File: src/rtl/por_pkg.sv
package por_pkg;
   // Selects where the reset-release condition comes from
   typedef enum logic [0:0] {
      LOCK_SYNCED  = 1'b0,  // lock input is registered and gates the counter
      LOCK_IGNORED = 1'b1   // constant level through the chain; lock input unused
   } lock_mode_e;

   // Edge number (first edge = 1) after which reset reads low at power-up
   function automatic int unsigned release_edge(input int unsigned cnt_w,
                                                input int unsigned stages);
      return (32'd1 << (cnt_w - 1)) + stages + 1;
   endfunction
endpackage

File: src/rtl/por_sync_chain.sv
module por_sync_chain #(
   parameter int unsigned STAGES = 2
) (
   input  logic clk,
   input  logic d_in,
   output logic d_sync
);
   if (STAGES < 2) begin : g_bad_stages
      $error("por_sync_chain: STAGES must be at least 2");
   end

   // Power-up value 0: the chain reads "not ready" until it has filled
   logic [STAGES-1:0] stg = '0;

   always_ff @(posedge clk) begin
      stg <= {stg[STAGES-2:0], d_in};
   end

   assign d_sync = stg[STAGES-1];
endmodule

File: src/rtl/por_hold_counter.sv
module por_hold_counter #(
   parameter int unsigned CNT_W = 4
) (
   input  logic clk,
   input  logic run_en,   // registered release condition; 0 clears the count
   output logic full
);
   localparam int unsigned MSB = CNT_W - 1;

   if (CNT_W < 2) begin : g_bad_width
      $error("por_hold_counter: CNT_W must be at least 2");
   end

   logic [CNT_W-1:0] cnt   = '0;
   logic             armed = 1'b0;

   always_ff @(posedge clk) begin
      armed <= 1'b1;
      if (!run_en)
         cnt <= '0;
      else if (!cnt[MSB])
         cnt <= cnt + 1'b1;
   end

   assign full = cnt[MSB];


   cnt_no_wrap_chk: assert property (@(posedge clk) disable iff (!armed)
      $past(full) |-> (full || cnt == '0));


   cnt_clear_chk: assert property (@(posedge clk) disable iff (!armed)
      !run_en |=> (cnt == '0));
endmodule

File: src/rtl/por_reset_gen.sv
module por_reset_gen #(
   parameter int unsigned          CNT_W       = 4,
   parameter int unsigned          SYNC_STAGES = 2,
   parameter por_pkg::lock_mode_e  LOCK_MODE   = por_pkg::LOCK_SYNCED
) (
   input  logic clk,
   input  logic pll_locked,
   output logic rst_out
);
   localparam int unsigned REL_EDGE = por_pkg::release_edge(CNT_W, SYNC_STAGES);

   if (REL_EDGE > 32'd1_000_000) begin : g_long_hold
      $error("por_reset_gen: hold time too long for a startup reset");
   end

   logic src_lvl;
   logic lock_s;
   logic cnt_full;
   logic rst_q = 1'b1;
   logic armed = 1'b0;

   if (LOCK_MODE == por_pkg::LOCK_SYNCED) begin : g_lock_src
      assign src_lvl = pll_locked;
   end else begin : g_const_src
      logic unused_lock;
      assign unused_lock = pll_locked;
      assign src_lvl     = 1'b1;
   end

   por_sync_chain #(.STAGES(SYNC_STAGES)) u_sync (
      .clk    (clk),
      .d_in   (src_lvl),
      .d_sync (lock_s)
   );

   por_hold_counter #(.CNT_W(CNT_W)) u_cnt (
      .clk    (clk),
      .run_en (lock_s),
      .full   (cnt_full)
   );

   always_ff @(posedge clk) begin
      armed <= 1'b1;
      rst_q <= ~(cnt_full & lock_s);
   end

   assign rst_out = rst_q;


   release_after_count_chk: assert property (@(posedge clk) disable iff (!armed)
      !rst_out |-> cnt_full);


   stay_low_chk: assert property (@(posedge clk) disable iff (!armed)
      (!rst_out && lock_s) |=> !rst_out);


   lock_drop_chk: assert property (@(posedge clk) disable iff (!armed)
      !lock_s |=> rst_out);
endmodule

File: config.mk
export PLATFORM = sky130hd
export DESIGN_NAME = por_reset_gen
export DESIGN_NICKNAME = d
export VERILOG_FILES = /design/src/rtl/por_pkg.sv /design/src/rtl/por_sync_chain.sv /design/src/rtl/por_hold_counter.sv /design/src/rtl/por_reset_gen.sv
export SDC_FILE = /design/constraint.sdc
export NUM_CORES = 1
export LEC_CHECK = 0
export ABC_AREA = 1
export BUFFER_PORTS_ARGS = -buffer_cell sky130_fd_sc_hd__buf_2
export CAP_MARGIN = 20
export CORE_AREA = 4 4 41 43
export DETAILED_ROUTE_END_ITERATION = 8
export DIE_AREA = 0 0 45 47
export PLACE_DENSITY = 0.42
export SLEW_MARGIN = 10
export SYNTH_ARGS = -nofsm -noshare
export SYNTH_HDL_FRONTEND = slang
export SYNTH_SLANG_ARGS = --single-unit
export TNS_END_PERCENT = 1
File: constraint.sdc
create_clock -name clk -period 2.51 [get_ports clk]
set_input_delay 0.1255 -clock clk [delete_from_list [all_inputs] [get_ports clk]]
set_output_delay 0.1255 -clock clk [all_outputs]
set_load 0.1 [all_outputs]
* After elaboration in Yosys (flattened, before gate mapping) *
Index checks and enable logic that the tools add are counted.
Widths: inputs -> output; s select.

cells by class
  mux-type cells = 1
  bitwise gates (word level) = 2
  $add $sub $neg = 1

operator list
  cell                 number
  $add 4x1->4 const B  1
  $mux 4               1
  $and 1x1->1          1
  $not 1->1            1

word-level totals
  register bits = 7
  logic and storage cells = 8

* Longest topological paths before layout *
  depth after elaboration = 2
  mapped depth = 4
  mapped depth without buffers = 4

* Modules after synthesis *
Synthesis repeated with hierarchy kept, for this count alone.

second synthesis, totals
  cell total of the unflattened synthesis = 24
  area, all modules = 225.2 um^2

modules (own cells, without submodules)
  module            times used  area each (um^2)  sequential area each (um^2)  cells each
  por_hold_counter  1           161.4             80.1                         20
  por_sync_chain    1           40.0              40.0                         2
  por_reset_gen     1           23.8              20.0                         2

* Worst setup path before layout *
OpenSTA, ideal clock, no wires.

  kind = reg-to-output
  from = register rst_q (netlist: rst_out)
  to = output rst_out
  path slack = 1476 ps
  cell stages (with the launch flop) = 1
  arrival time = 909 ps
  data required time = 2385 ps
  cells stage by stage = dfxtp_1

RTL lines
  element                   line                 text
  start: declaration        por_reset_gen.sv:19  logic rst_q = 1'b1;
  start signal: assignment  por_reset_gen.sv:44  rst_q <= ~(cnt_full & lock_s);
  end: declaration          por_reset_gen.sv:8   output logic rst_out

No word-level cell between the ends.

* Worst setup path in the final report *
  from = register rst_q (netlist: rst_out)
  to = output rst_out

No word-level cell between the ends.

==> out/qor.txt <==
Peak VDD IR: 285 uV
HP Class: flop to flop
Ys Warns: 0
Initial Util: 16.9%
Synth Instances: 23
Reg2Reg Setup Slack: 1.57 ns
Met2 wire len: 110 um
Met3 WL: 26 um
Hold Worst Slack: 0.329 ns
Initial antenna violation count: 0
Chip height: 47 um
Initial drt markers: 0
Most common cell after layout, fill and taps aside: dfxtp_1
Post-CTS setup buffer count: 0
# port buffers: 2
Seq cells post-synth: 7
Max incr delay on CP: 0.42 ns
Clock latency on the worst-skew pair: 0.25 ns
Worst-path clk slew: 0.05 ns
Avg Cell Area, Syn: 9.57 sq um
RSZ-0062 raised after global routing: no
Global-route wire length before repair: 524 um
Setup CP Type: flop to output port
Seq/Total Area, Yosys: 63.6%
Crit path max-delay cell type: buf_2
Hold Violations, Final: 0
First-pass iteration count of the detailed router: 1
Crit-path max FO: 1
Reg2Reg Depth: 3
CTS H-tree depth: 1
Routability cong.: 0.633
Status: complete, no violations
Residual DRC: 0
Hold EP: u_sync.stg[1]
Largest net degree at the start of global routing: 6
Cell area after synthesis: 220 sq um
Worst-path cell chain: buf_2
N_diodes: 0
PD cells: 812 nW/um^2
Wirelength per Cell: 7.27 um
R2R Path Start: u_cnt.cnt[0]
WP buf/inv: 1
Setup TNS: 0 ns
Hold Crit Depth: 0
Leakage: 0.127 nW
Most frequent cells in the layout: dfxtp_1 (7), nor2_1 (5), nand2_1 (5)
Critical path's top delay family: buffers and inverters
CTS max path bufs: 2
Die W: 45 um
DRT antenna net count: 0
Total gr overflow: 0
Layout cells sized above 1: 23.3%
Crit path capture type: output port
Filler instances: 153
Max Fclk: 0.902 GHz
Ports: 3
Vias in the first global route: 132
Total core area: 1300 sq um
TritonCTS Buffers: 3
Via count: 165
Met1 Wirelength: 163 um
Final WL: 327 um
Clock Sinks: 7
Die ar.: 2120 sq um
R2R Path End: u_cnt.cnt[1]
CTS tree: built
Max layer used: met4
Distinct cells, synth: 9
FP Rows: 13
Total GRT Usage: 4.51%
Worst Skew: 0.00520 ns
Area grow syn2layout: 29.5%
Least-Margin Pin Slew: 0.482 ns
Critical path origin: rst_out
Final period util: 44.2%
Hold Crit Start: u_sync.stg[0]
Critical Path RT: 2.38 ns
Clock tree root buffer cell: clkbuf_4
Design Power: 0.232 mW
Syn_nets: 26
Worst slew margin: 68.1%
CP Launch Type: flop
Crit path DAT: 0.98 ns
Via density: 3.67
Minimum clock period: 1.11 ns
# setup viols final: 0
Final Max Slew Viols: 0
Max-cap violations: 0
Layout net count: 34
-- flip-flops by register name, indices dropped and copies added (netlist names) --
| signal | cells |
|---|---|
| rst_out | 1 |
| u_cnt.cnt | 4 |
| u_sync.stg | 2 |
-- Yosys cell counts, drive strengths merged --
cell type / number / area share [%]
dfxtp: 7 / 64
nand4: 1 / 2.8
nor2: 5 / 8.5
nand3: 1 / 4.5
ha: 1 / 5.7
inv: 1 / 1.7
nand2: 5 / 8.5
o21ai: 1 / 2.3
a21oi: 1 / 2.3
-- repair_timing --
item                      in CTS  in global routing
gates resized for setup        0                  0
hold endpoints to repair       1                  0
hold buffers                   1                  0
-- per-stage QoR --
stage | cell area (sq um) | setup WS [ns] | std cells | utilization (%)
3_5_place_dp | 249 | 1.59 | 40 | 19.1
6_report | 285 | 1.40 | 45 | 21.9
3_3_place_gp | 249 | 1.60 | 40 | 19.1
5_1_grt | 285 | 1.38 | 45 | 21.9
4_1_cts | 285 | 1.40 | 45 | 21.9
2_1_floorplan | 220 | 1.48 | 23 | -
-- where the power goes --
group          switching, mW  leakage (nW)  internal [mW]
logic                0.00455        0.0542        0.00511
registers            0.00470        0.0579          0.117
clock network         0.0394        0.0150         0.0605
-- logic make-up (layout without fill, tap and decap cells) --
kind of cell / Yosys count / count (layout) / share of synthesized area (%)
flops: 7 / 7 / 63.6
compound gates: 2 / 2 / 4.54
simple gates: 12 / 12 / 24.4
fa+ha+maj: 1 / 1 / 5.68
buf+inv: 1 / 8 / 1.70
-- worst max-delay path by stage --
stage                    to  depth (start not counted)
3_5_place_dp   u_cnt.cnt[1]                          3
6_report            rst_out                          1
2_1_floorplan       rst_out                          0
3_3_place_gp   u_cnt.cnt[1]                          3
5_1_grt             rst_out                          1
4_1_cts             rst_out                          1
-- metal layers --
metal | track usage [%] | vias up
li1 | - | 92
met1 | 4.12 | 64
met2 | 4.24 | 5
met3 | 3.45 | 4
met4 | 8.77 | 0
met5 | 0 | -
-- area by class of cell --
class	instances	area [sq um]	area share, %
sequential	7	140	49.1
multi-input combinational	15	76.3	26.8
clock buffer	4	26.3	9.21
timing repair buffer	3	20.0	7.02
tap	15	18.8	6.58
inverter	1	3.75	1.32
Note: power is estimated with default switching activity, not from simulation.
